[src/rtl/lc_mon_pkg.sv]
package lc_mon_pkg;
  localparam int unsigned ERR_N    = 3;
  localparam int unsigned ERR_EXCL = 0;
  localparam int unsigned ERR_RUN  = 1;
  localparam int unsigned ERR_MIS  = 2;

  typedef struct packed {
    logic minus;
    logic zero;
    logic plus;
  } sym_t;

  function automatic logic sym_onehot(sym_t s);
    return (s.minus ^ s.zero ^ s.plus) && !(s.minus && s.zero && s.plus);
  endfunction
endpackage

[src/rtl/lc_sym_check.sv]
module lc_sym_check
  import lc_mon_pkg::*;
(
  input  logic valid,
  input  sym_t sym,
  output logic det_excl,
  output logic is_zero
);
  always_comb begin
    det_excl = valid && !sym_onehot(sym);
    is_zero  = sym.zero && !sym.minus && !sym.plus;
  end
endmodule

[src/rtl/lc_zero_run.sv]
module lc_zero_run #(
  parameter int unsigned RUN_LIMIT = 4
) (
  input  logic clk,
  input  logic rst_n,
  input  logic valid,
  input  logic is_zero,
  output logic det_run
);
  localparam int unsigned CW = $clog2(RUN_LIMIT + 1);
  localparam logic [CW-1:0] LIM = CW'(RUN_LIMIT);

  logic [CW-1:0] run_q, run_d;

  always_comb begin
    if (!is_zero)         run_d = '0;
    else if (run_q < LIM) run_d = run_q + 1'b1;
    else                  run_d = run_q;
    det_run = valid && is_zero && (run_d == LIM);
  end

  always_ff @(posedge clk or negedge rst_n) begin
    if (!rst_n)     run_q <= '0;
    else if (valid) run_q <= run_d;
  end


  run_bound_chk: assert property (@(posedge clk) disable iff (!rst_n) run_q <= LIM);

  run_hold_chk: assert property (@(posedge clk) disable iff (!rst_n) !valid |=> $stable(run_q));
endmodule

[src/rtl/lc_roundtrip.sv]
module lc_roundtrip #(
  parameter int unsigned DELAY = 6
) (
  input  logic clk,
  input  logic rst_n,
  input  logic valid,
  input  logic bit_in,
  input  logic bit_out,
  output logic det_mis
);
  localparam int unsigned WW = $clog2(DELAY + 1);
  localparam logic [WW-1:0] FULL = WW'(DELAY);

  logic [DELAY-1:0] hist_q;
  logic [WW-1:0]    warm_q;
  logic             filled;

  assign filled  = (warm_q == FULL);
  assign det_mis = valid && filled && (bit_out != hist_q[DELAY-1]);

  generate
    if (DELAY > 1) begin : g_shift
      always_ff @(posedge clk or negedge rst_n) begin
        if (!rst_n)     hist_q <= '0;
        else if (valid) hist_q <= {hist_q[DELAY-2:0], bit_in};
      end
    end else begin : g_single
      always_ff @(posedge clk or negedge rst_n) begin
        if (!rst_n)     hist_q <= '0;
        else if (valid) hist_q <= bit_in;
      end
    end
  endgenerate

  always_ff @(posedge clk or negedge rst_n) begin
    if (!rst_n)                 warm_q <= '0;
    else if (valid && !filled)  warm_q <= warm_q + 1'b1;
  end


  warm_bound_chk: assert property (@(posedge clk) disable iff (!rst_n) warm_q <= FULL);

  hist_hold_chk: assert property (@(posedge clk) disable iff (!rst_n) !valid |=> $stable(hist_q) && $stable(warm_q));
endmodule

[src/rtl/lc_err_latch.sv]
module lc_err_latch (
  input  logic clk,
  input  logic rst_n,
  input  logic det,
  input  logic clr,
  output logic sticky,
  output logic pulse
);
  always_ff @(posedge clk or negedge rst_n) begin
    if (!rst_n) begin
      sticky <= 1'b0;
      pulse  <= 1'b0;
    end else begin
      sticky <= (sticky && !clr) || det;
      pulse  <= det && !sticky;
    end
  end


  pulse_implies_flag_chk: assert property (@(posedge clk) disable iff (!rst_n) pulse |-> sticky);

  flag_holds_chk: assert property (@(posedge clk) disable iff (!rst_n) sticky && !clr |=> sticky);

  single_pulse_chk: assert property (@(posedge clk) disable iff (!rst_n) pulse && !clr |=> !pulse);
endmodule

[src/rtl/lc_monitor.sv]
module lc_monitor
  import lc_mon_pkg::*;
#(
  parameter int unsigned RUN_LIMIT = 4,
  parameter int unsigned DELAY     = 6
) (
  input  logic             clk,
  input  logic             rst_n,
  input  logic             s_valid,
  output logic             s_ready,
  input  logic             sym_minus,
  input  logic             sym_zero,
  input  logic             sym_plus,
  input  logic             bit_in,
  input  logic             bit_out,
  input  logic             clr,
  output logic [ERR_N-1:0] err_sticky,
  output logic [ERR_N-1:0] err_pulse
);
  sym_t             sym;
  logic             is_zero;
  logic [ERR_N-1:0] det;
  logic             beat;

  assign s_ready = rst_n;
  assign beat    = s_valid && s_ready;
  assign sym     = '{minus: sym_minus, zero: sym_zero, plus: sym_plus};

  lc_sym_check u_sym (
    .valid    (beat),
    .sym      (sym),
    .det_excl (det[ERR_EXCL]),
    .is_zero  (is_zero)
  );

  lc_zero_run #(.RUN_LIMIT(RUN_LIMIT)) u_run (
    .clk     (clk),
    .rst_n   (rst_n),
    .valid   (beat),
    .is_zero (is_zero),
    .det_run (det[ERR_RUN])
  );

  lc_roundtrip #(.DELAY(DELAY)) u_rt (
    .clk     (clk),
    .rst_n   (rst_n),
    .valid   (beat),
    .bit_in  (bit_in),
    .bit_out (bit_out),
    .det_mis (det[ERR_MIS])
  );

  for (genvar i = 0; i < ERR_N; i++) begin : g_flag
    lc_err_latch u_latch (
      .clk    (clk),
      .rst_n  (rst_n),
      .det    (det[i]),
      .clr    (clr),
      .sticky (err_sticky[i]),
      .pulse  (err_pulse[i])
    );
  end


  idle_no_pulse_chk: assert property (@(posedge clk) disable iff (!rst_n) !s_valid |=> err_pulse == '0);

  excl_detect_chk: assert property (@(posedge clk) disable iff (!rst_n)
    s_valid && !$onehot({sym_minus, sym_zero, sym_plus}) |=> err_sticky[ERR_EXCL]);

  ready_chk: assert property (@(posedge clk) disable iff (!rst_n) s_ready);
endmodule

[config.mk]
export PLATFORM = sky130hd
export DESIGN_NAME = lc_monitor
export DESIGN_NICKNAME = d
export VERILOG_FILES = /design/src/rtl/lc_mon_pkg.sv /design/src/rtl/lc_sym_check.sv /design/src/rtl/lc_zero_run.sv /design/src/rtl/lc_roundtrip.sv /design/src/rtl/lc_err_latch.sv /design/src/rtl/lc_monitor.sv
export SDC_FILE = /design/constraint.sdc
export NUM_CORES = 1
export LEC_CHECK = 0
export CORE_MARGIN = 10
export CORE_UTILIZATION = 50
export DETAILED_ROUTE_END_ITERATION = 10
export PLACE_DENSITY = 0.77
export SYNTH_ARGS = -nofsm -noshare
export SYNTH_HDL_FRONTEND = slang
export SYNTH_HIERARCHICAL = 1
export SYNTH_SLANG_ARGS = --single-unit
[constraint.sdc]
create_clock -name clk -period 3.3 [get_ports clk]
set_input_delay 0.33 -clock clk [delete_from_list [all_inputs] [get_ports clk]]
set_output_delay 0.33 -clock clk [all_outputs]
set_load 0.005 [all_outputs]
# --- Word level (Yosys, flattened, before mapping) ---
# Index checks and enable logic that the tools add are counted.
# W data, S select, Z words.
totals:
  register_bits: 18
  inputBits: 9
  wordCells: 49
classes:
  addsub: 2
  magnitude_cmp: 1
  n_eq_ne: 3
  muxes: 2
  n_bitwise: 2
  reduce_logical: 30
ops:
  columns: ["cell", "count"]
  rows:
  - ["$logic_and A1 B1 Y1", 18]
  - ["$logic_not A1 Y1", 9]
  - ["$add A3 B1 Y3 const B", 2]
  - ["$eq A3 B3 Y1 const B", 2]
  - ["$mux W3", 2]
  - ["$logic_or A1 B1 Y1", 3]
  - ["$lt A3 B3 Y1 const B", 1]
  - ["$xor A1 B1 Y1", 2]
  - ["$ne A1 B1 Y1", 1]

# --- Depth between registers and ports, before layout ---
logic_depth:
  word_depth: 7
  depth_mapped: 5
  mapped_depth_nobuf: 5

# --- Cells and area by module ---
# Netlist, hierarchy kept.
modules_own_cells:
  columns: ["mod", "n_inst", "cells_each", "area_per_inst_um2", "seq_area_each_um2"]
  rows:
  - ["lc_roundtrip", 1, 29, 409.1, 225.2]
  - ["lc_err_latch", 3, 5, 67.6, 50.0]
  - ["lc_zero_run", 1, 18, 177.7, 75.1]
  - ["lc_sym_check", 1, 7, 52.6, 0.0]
  - ["lc_monitor", 1, 2, 13.8, 0.0]

# --- Worst setup path after synthesis ---
# OpenSTA, ideal clock, no wires.
synth_path:
  path_kind: "register to register"
  from: "register u_run.run_q[0]"
  to: "register g_flag[1].u_latch.pulse"
  setup_ns: 0.073
  t_arrival_ns: 1.235
  required_time_ns: 3.227
  slack_ns: 1.992
  path_stages_with_launch: 5
  n_path_buf: 0
  synth_period_minus_slack_ns: 1.308
  cell_sequence: "dfrtp_1 ha_1 nor4bb_1 o211a_1 nor2b_1"
synth_via:
  elab_chain_cells: 6
  elab_cells_between_ends: 7
  classes_between: "add/sub: 1; order compare: 1; eq/ne: 1; mux: 2; reduce/logical: 2"
synth_lines:
  columns: ["element", "line_no", "source"]
  rows:
  - ["from (decl)", "lc_zero_run.sv:13", "logic [CW-1:0] run_q, run_d;"]
  - ["from (signal assigned)", "lc_zero_run.sv:24", "else if (valid) run_q <= run_d;"]
  - ["$add A3 B1 Y3 / $lt A3 B3 Y1 (equally long branches)", "lc_zero_run.sv:17", "else if (run_q < LIM) run_d = run_q + 1'b1;"]
  - ["$mux W3 (*)", "lc_zero_run.sv:17", null]
  - ["$mux W3 (*)", "lc_zero_run.sv:16", "if (!is_zero) run_d = '0;"]
  - ["$eq A3 B3 Y1 (*)", "lc_zero_run.sv:19", "det_run = valid && is_zero && (run_d == LIM);"]
  - ["$logic_and A1 B1 Y1 (*)", "lc_zero_run.sv:19", null]
  - ["via det[1]", "lc_monitor.sv:22", "logic [ERR_N-1:0] det;"]
  - ["$logic_and A1 B1 Y1 (*)", "lc_err_latch.sv:15", "pulse <= det && !sticky;"]
  - ["to (signal assigned)", "lc_err_latch.sv:15", null]
  - ["to (decl)", "lc_err_latch.sv:7", "output logic pulse"]
# Mark *: on every way through the listed nets, which the timed path passes. The rest lies on a longest branch.
# A chain may end at the register's enable or synchronous reset.

# --- Final worst setup path ---
layout_path:
  from: "input rst_n"
  to: "output s_ready"
layout_rtl:
  columns: ["element", "line_no", "source"]
  rows:
  - ["from (decl)", "lc_monitor.sv:8", "input logic rst_n,"]
  - ["to (decl)", "lc_monitor.sv:10", "output logic s_ready,"]
# No word-level cell between the ends.

==> flow_results.xml <==
<?xml version="1.0" encoding="UTF-8"?>
<metrics>
  <group name="clock_tree">
    <metric name="postCtsSetupBuffers" unit="">0</metric>
    <metric name="cts_hold_buf" unit="">0</metric>
    <metric name="cts_buffers" unit="">3</metric>
    <metric name="cts_tree" unit="">done</metric>
    <metric name="clkTransAtPathRegs" unit="ns">0.10</metric>
    <metric name="clock_insertion_delay_worst_skew" unit="ns">0.29</metric>
    <metric name="clock_path_buffers" unit="">2</metric>
    <metric name="post_cts_sizing" unit="">0</metric>
    <metric name="clock_tree.htree_level_count" unit="">1</metric>
    <metric name="clk_root_buffer_cell" unit="">sky130_fd_sc_hd__clkbuf_4</metric>
    <metric name="cts_num_sinks" unit="">18</metric>
  </group>
  <group name="sta">
    <metric name="finalHoldViolations" unit="">0</metric>
    <metric name="fin_crit_sh" unit="%">60.6</metric>
    <metric name="slew_headroom" unit="%">61.5</metric>
    <metric name="worst_slew_pin_slew" unit="ns">0.577</metric>
    <metric name="period_needed" unit="ns">2.00</metric>
    <metric name="grt_setup_unrepaired" unit="">false</metric>
    <metric name="fin_skew" unit="ns">0.000432</metric>
    <metric name="setup_violations_final" unit="">0</metric>
    <metric name="finalSetupTns" unit="ns">0</metric>
    <metric name="max_clock_freq" unit="GHz">0.500</metric>
    <metric name="final_max_slew_viol_count" unit="">0</metric>
  </group>
  <group name="route">
    <metric name="drtIter0Drc" unit="">9</metric>
    <metric name="antenna_violation_net_count_after_detailed_routing" unit="">0</metric>
    <metric name="wl_per_cell" unit="um">14.2</metric>
    <metric name="via_per_inst" unit="">5.37</metric>
    <metric name="drc_violations_left" unit="">0</metric>
    <metric name="first_pass_iters" unit="">2</metric>
    <metric name="route.vias.total" unit="">564</metric>
    <metric name="drt_wl_total" unit="um">1490</metric>
  </group>
  <group name="layout">
    <metric name="area_growth_syn_to_layout" unit="%">22.8</metric>
    <metric name="fin_cells" unit="">105</metric>
    <metric name="diodes" unit="">0</metric>
    <metric name="finalNetCount" unit="">104</metric>
    <metric name="final_layout_size_suffix_gt1_share" unit="%">14.6</metric>
  </group>
  <group name="global_route">
    <metric name="most_used_layer_global_route" unit="">met2</metric>
    <metric name="global_route_wire_length_before_repair" unit="um">2590</metric>
    <metric name="grt_use_met3" unit="%">2.26</metric>
    <metric name="largest_net_degree_at_the_start_of_global_routing" unit="">18</metric>
    <metric name="gr-total-overflow" unit="">0</metric>
    <metric name="grt_usage" unit="%">9.20</metric>
    <metric name="global_route.usage.met1" unit="%">10.9</metric>
    <metric name="met2_usage" unit="%">14.6</metric>
    <metric name="first_global_vias" unit="">570</metric>
    <metric name="grt_antenna_before_repair" unit="">0</metric>
  </group>
  <group name="worst_setup_path">
    <metric name="worst-path-buf-inv" unit="">2</metric>
    <metric name="critical_path_cell_count" unit="">2</metric>
    <metric name="crit_slowest_cell" unit="">sky130_fd_sc_hd__clkdlybuf4s50_1</metric>
    <metric name="critPathCaptureType" unit="">primary output</metric>
    <metric name="cp_cell_sequence" unit="">clkdlybuf4s50_1, clkdlybuf4s50_1</metric>
    <metric name="cpLargestDelayFamily" unit="">buffers and inverters</metric>
    <metric name="crit_path_max_fanout" unit="">11</metric>
    <metric name="r2r_start" unit="">u_run/run_q[0]</metric>
    <metric name="crit_path_start_kind" unit="">primary input</metric>
    <metric name="worst_setup_path_startpoint" unit="">rst_n</metric>
    <metric name="worst_path_largest_cell_delay" unit="ns">0.74</metric>
    <metric name="timing.critical_path.arrival" unit="ns">1.67</metric>
    <metric name="worst_path_most_repeated_cell" unit="">sky130_fd_sc_hd__clkdlybuf4s50_1</metric>
    <metric name="timing.setup.critical_path_class" unit="">primary input to primary output</metric>
    <metric name="worstPathRequired" unit="ns">2.97</metric>
    <metric name="ff2ff_path_depth" unit="">4</metric>
  </group>
  <group name="synthesis">
    <metric name="ys.warnings.count" unit="">6</metric>
    <metric name="synth_async_sr_flop_share" unit="%">100</metric>
    <metric name="synthDistinctLibCells" unit="">26</metric>
    <metric name="synthTopCellsByCount" unit="">sky130_fd_sc_hd__dfrtp_1, sky130_fd_sc_hd__inv_1, sky130_fd_sc_hd__mux2_2</metric>
    <metric name="syn_area" unit="um^2">856</metric>
    <metric name="netlist_top_cells_area" unit="">sky130_fd_sc_hd__dfrtp_1, sky130_fd_sc_hd__mux2_2, sky130_fd_sc_hd__ha_1, sky130_fd_sc_hd__inv_1, sky130_fd_sc_hd__nor2b_1</metric>
    <metric name="synth_fp_nets" unit="">85</metric>
    <metric name="post-synth-top-area-cell" unit="">sky130_fd_sc_hd__dfrtp_1</metric>
    <metric name="synth_most_common_cell" unit="">sky130_fd_sc_hd__dfrtp_1</metric>
    <metric name="postSynthRegisterBits" unit="">18</metric>
    <metric name="synth-edff-count" unit="">0</metric>
    <metric name="seq_area_frac_synth" unit="%">52.6</metric>
    <metric name="syn-instance-count" unit="">71</metric>
    <metric name="synth.avg_cell_area" unit="um^2">12.1</metric>
    <metric name="yosys_most_used_dff" unit="">sky130_fd_sc_hd__dfrtp_1</metric>
    <metric name="synth.top_cell.area_share" unit="%">52.6</metric>
  </group>
  <group name="run_status">
    <metric name="status" unit="">finished clean</metric>
  </group>
  <group name="die">
    <metric name="initial_utilization" unit="%">54.9</metric>
    <metric name="boundaryPins" unit="">16</metric>
    <metric name="num_rows" unit="">14</metric>
    <metric name="floorplan.die.width" unit="um">61.4</metric>
    <metric name="area_of_the_die" unit="um^2">3770</metric>
    <metric name="design.core.area" unit="um^2">1560</metric>
    <metric name="die_h" unit="um">61.4</metric>
  </group>
  <group name="placed_design">
    <metric name="placed_cells" unit="">101</metric>
    <metric name="detailed_place_hpwl" unit="um">1160</metric>
    <metric name="port_buffers" unit="">15</metric>
    <metric name="gp_congestion" unit="">0.738</metric>
  </group>
  <group name="pwr">
    <metric name="vdd_ir_drop_max" unit="uV">284</metric>
    <metric name="p_leak" unit="uW">0.000522</metric>
    <metric name="total_power" unit="uW">583</metric>
    <metric name="power.density" unit="nW/um^2">554</metric>
  </group>
  <group name="worst_hold_path">
    <metric name="hold_crit_class" unit="">primary input to asynchronous set/reset pin</metric>
  </group>
  <group name="flow_run">
    <metric name="cap_viol_max_count" unit="">0</metric>
  </group>
</metrics>
power by group:
group	internal, uW	total [uW]	switching [uW]
Combinational	81.2	140	59.1
Sequential	272	307	35.2
Clock	67.2	136	68.3
Total	420	583	163
worst reg2reg max path, cell delays in order, from the launching register on:
cell                       delay (ns)
sky130_fd_sc_hd__dfrtp_1         0.45
sky130_fd_sc_hd__ha_1            0.33
sky130_fd_sc_hd__nor4bb_1        0.28
sky130_fd_sc_hd__o211a_1         0.19
sky130_fd_sc_hd__nor2b_1         0.12
per-stage QoR:
stage	setup WS [ns]	cell area, um^2	utilization (%)	hold slack (ns)
finish	1.30	1050	67.4	0.339
global route	1.17	1050	67.4	0.358
CTS	1.26	1050	67.4	0.340
detailed placement	1.02	1010	65.1	0.443
global placement	1.08	1010	65.1	0.441
floorplan	1.99	856	-	0.0344
final timing paths:
check / to / slack (ns)
worst max-delay path: s_ready / 1.30
worst min-delay path: g_flag[0].u_latch/pulse / 0.34
worst max register to register: g_flag[1].u_latch/pulse / 1.88
worst min register to register: g_flag[1].u_latch/pulse / 0.46
max in group asynchronous: u_rt/hist_q[0] / 2.46
min in group clk: g_flag[1].u_latch/pulse / 0.46
placed cells by master, fill, tap and decap left out, drive strengths merged:
cell	Yosys	routed
nor2	1	1
and2	1	1
and2b	1	1
a31oi	2	2
xnor2	2	2
nor3b	1	1
o211a	1	1
ha	5	5
inv	9	9
o221ai	1	1
o311ai	1	1
nand2b	1	1
nor4bb	1	1
a21oi	3	3
buf	2	1
a21o	3	3
nand2	1	1
dfrtp	18	18
o21ai	1	1
clkdlybuf4s50	0	15
nor2b	4	4
nand3	3	3
or2b	1	1
clkbuf	0	4
a21boi	1	1
mux2i	1	1
mux2	6	6
per-layer routing:
metal  vias up  routed length, um  share of wire [%]
met3         2                104                7.0
li1        277                  -                  -
met2        11                723                 49
met1       274                645                 43
met5         -                  0                  0
met4         0                 13               0.87
kinds of logic (layout without fill, tap and decap cells):
group           count (synthesis)  in the layout  share of synthesized area [%]
flops                          18             18                           52.6
simple gates                   15             15                           11.0
compound gates                 13             13                           11.8
buf+inv                        11             29                           6.14
mux                             7              7                           9.06
fa+ha+maj                       5              5                           7.31
xor+xnor                        2              2                           2.05
state kept, by name, summed over array words and instances (netlist names):
name	flops
g_flag.u_latch/sticky	3
u_run/run_q	3
u_rt/hist_q	6
g_flag.u_latch/pulse	3
u_rt/warm_q	3
layout make-up:
| cell class | count | area (um^2) |
|---|---|---|
| clock buffers | 4 | 36.3 |
| fillers | 120 | 508 |
| inverters | 9 | 33.8 |
| multi-input cells | 42 | 353 |
| flip-flops and latches | 18 | 450 |
| well taps | 16 | 20.0 |
| repair buffers | 16 | 158 |
No activity file was read; power rests on OpenSTA's default activity.
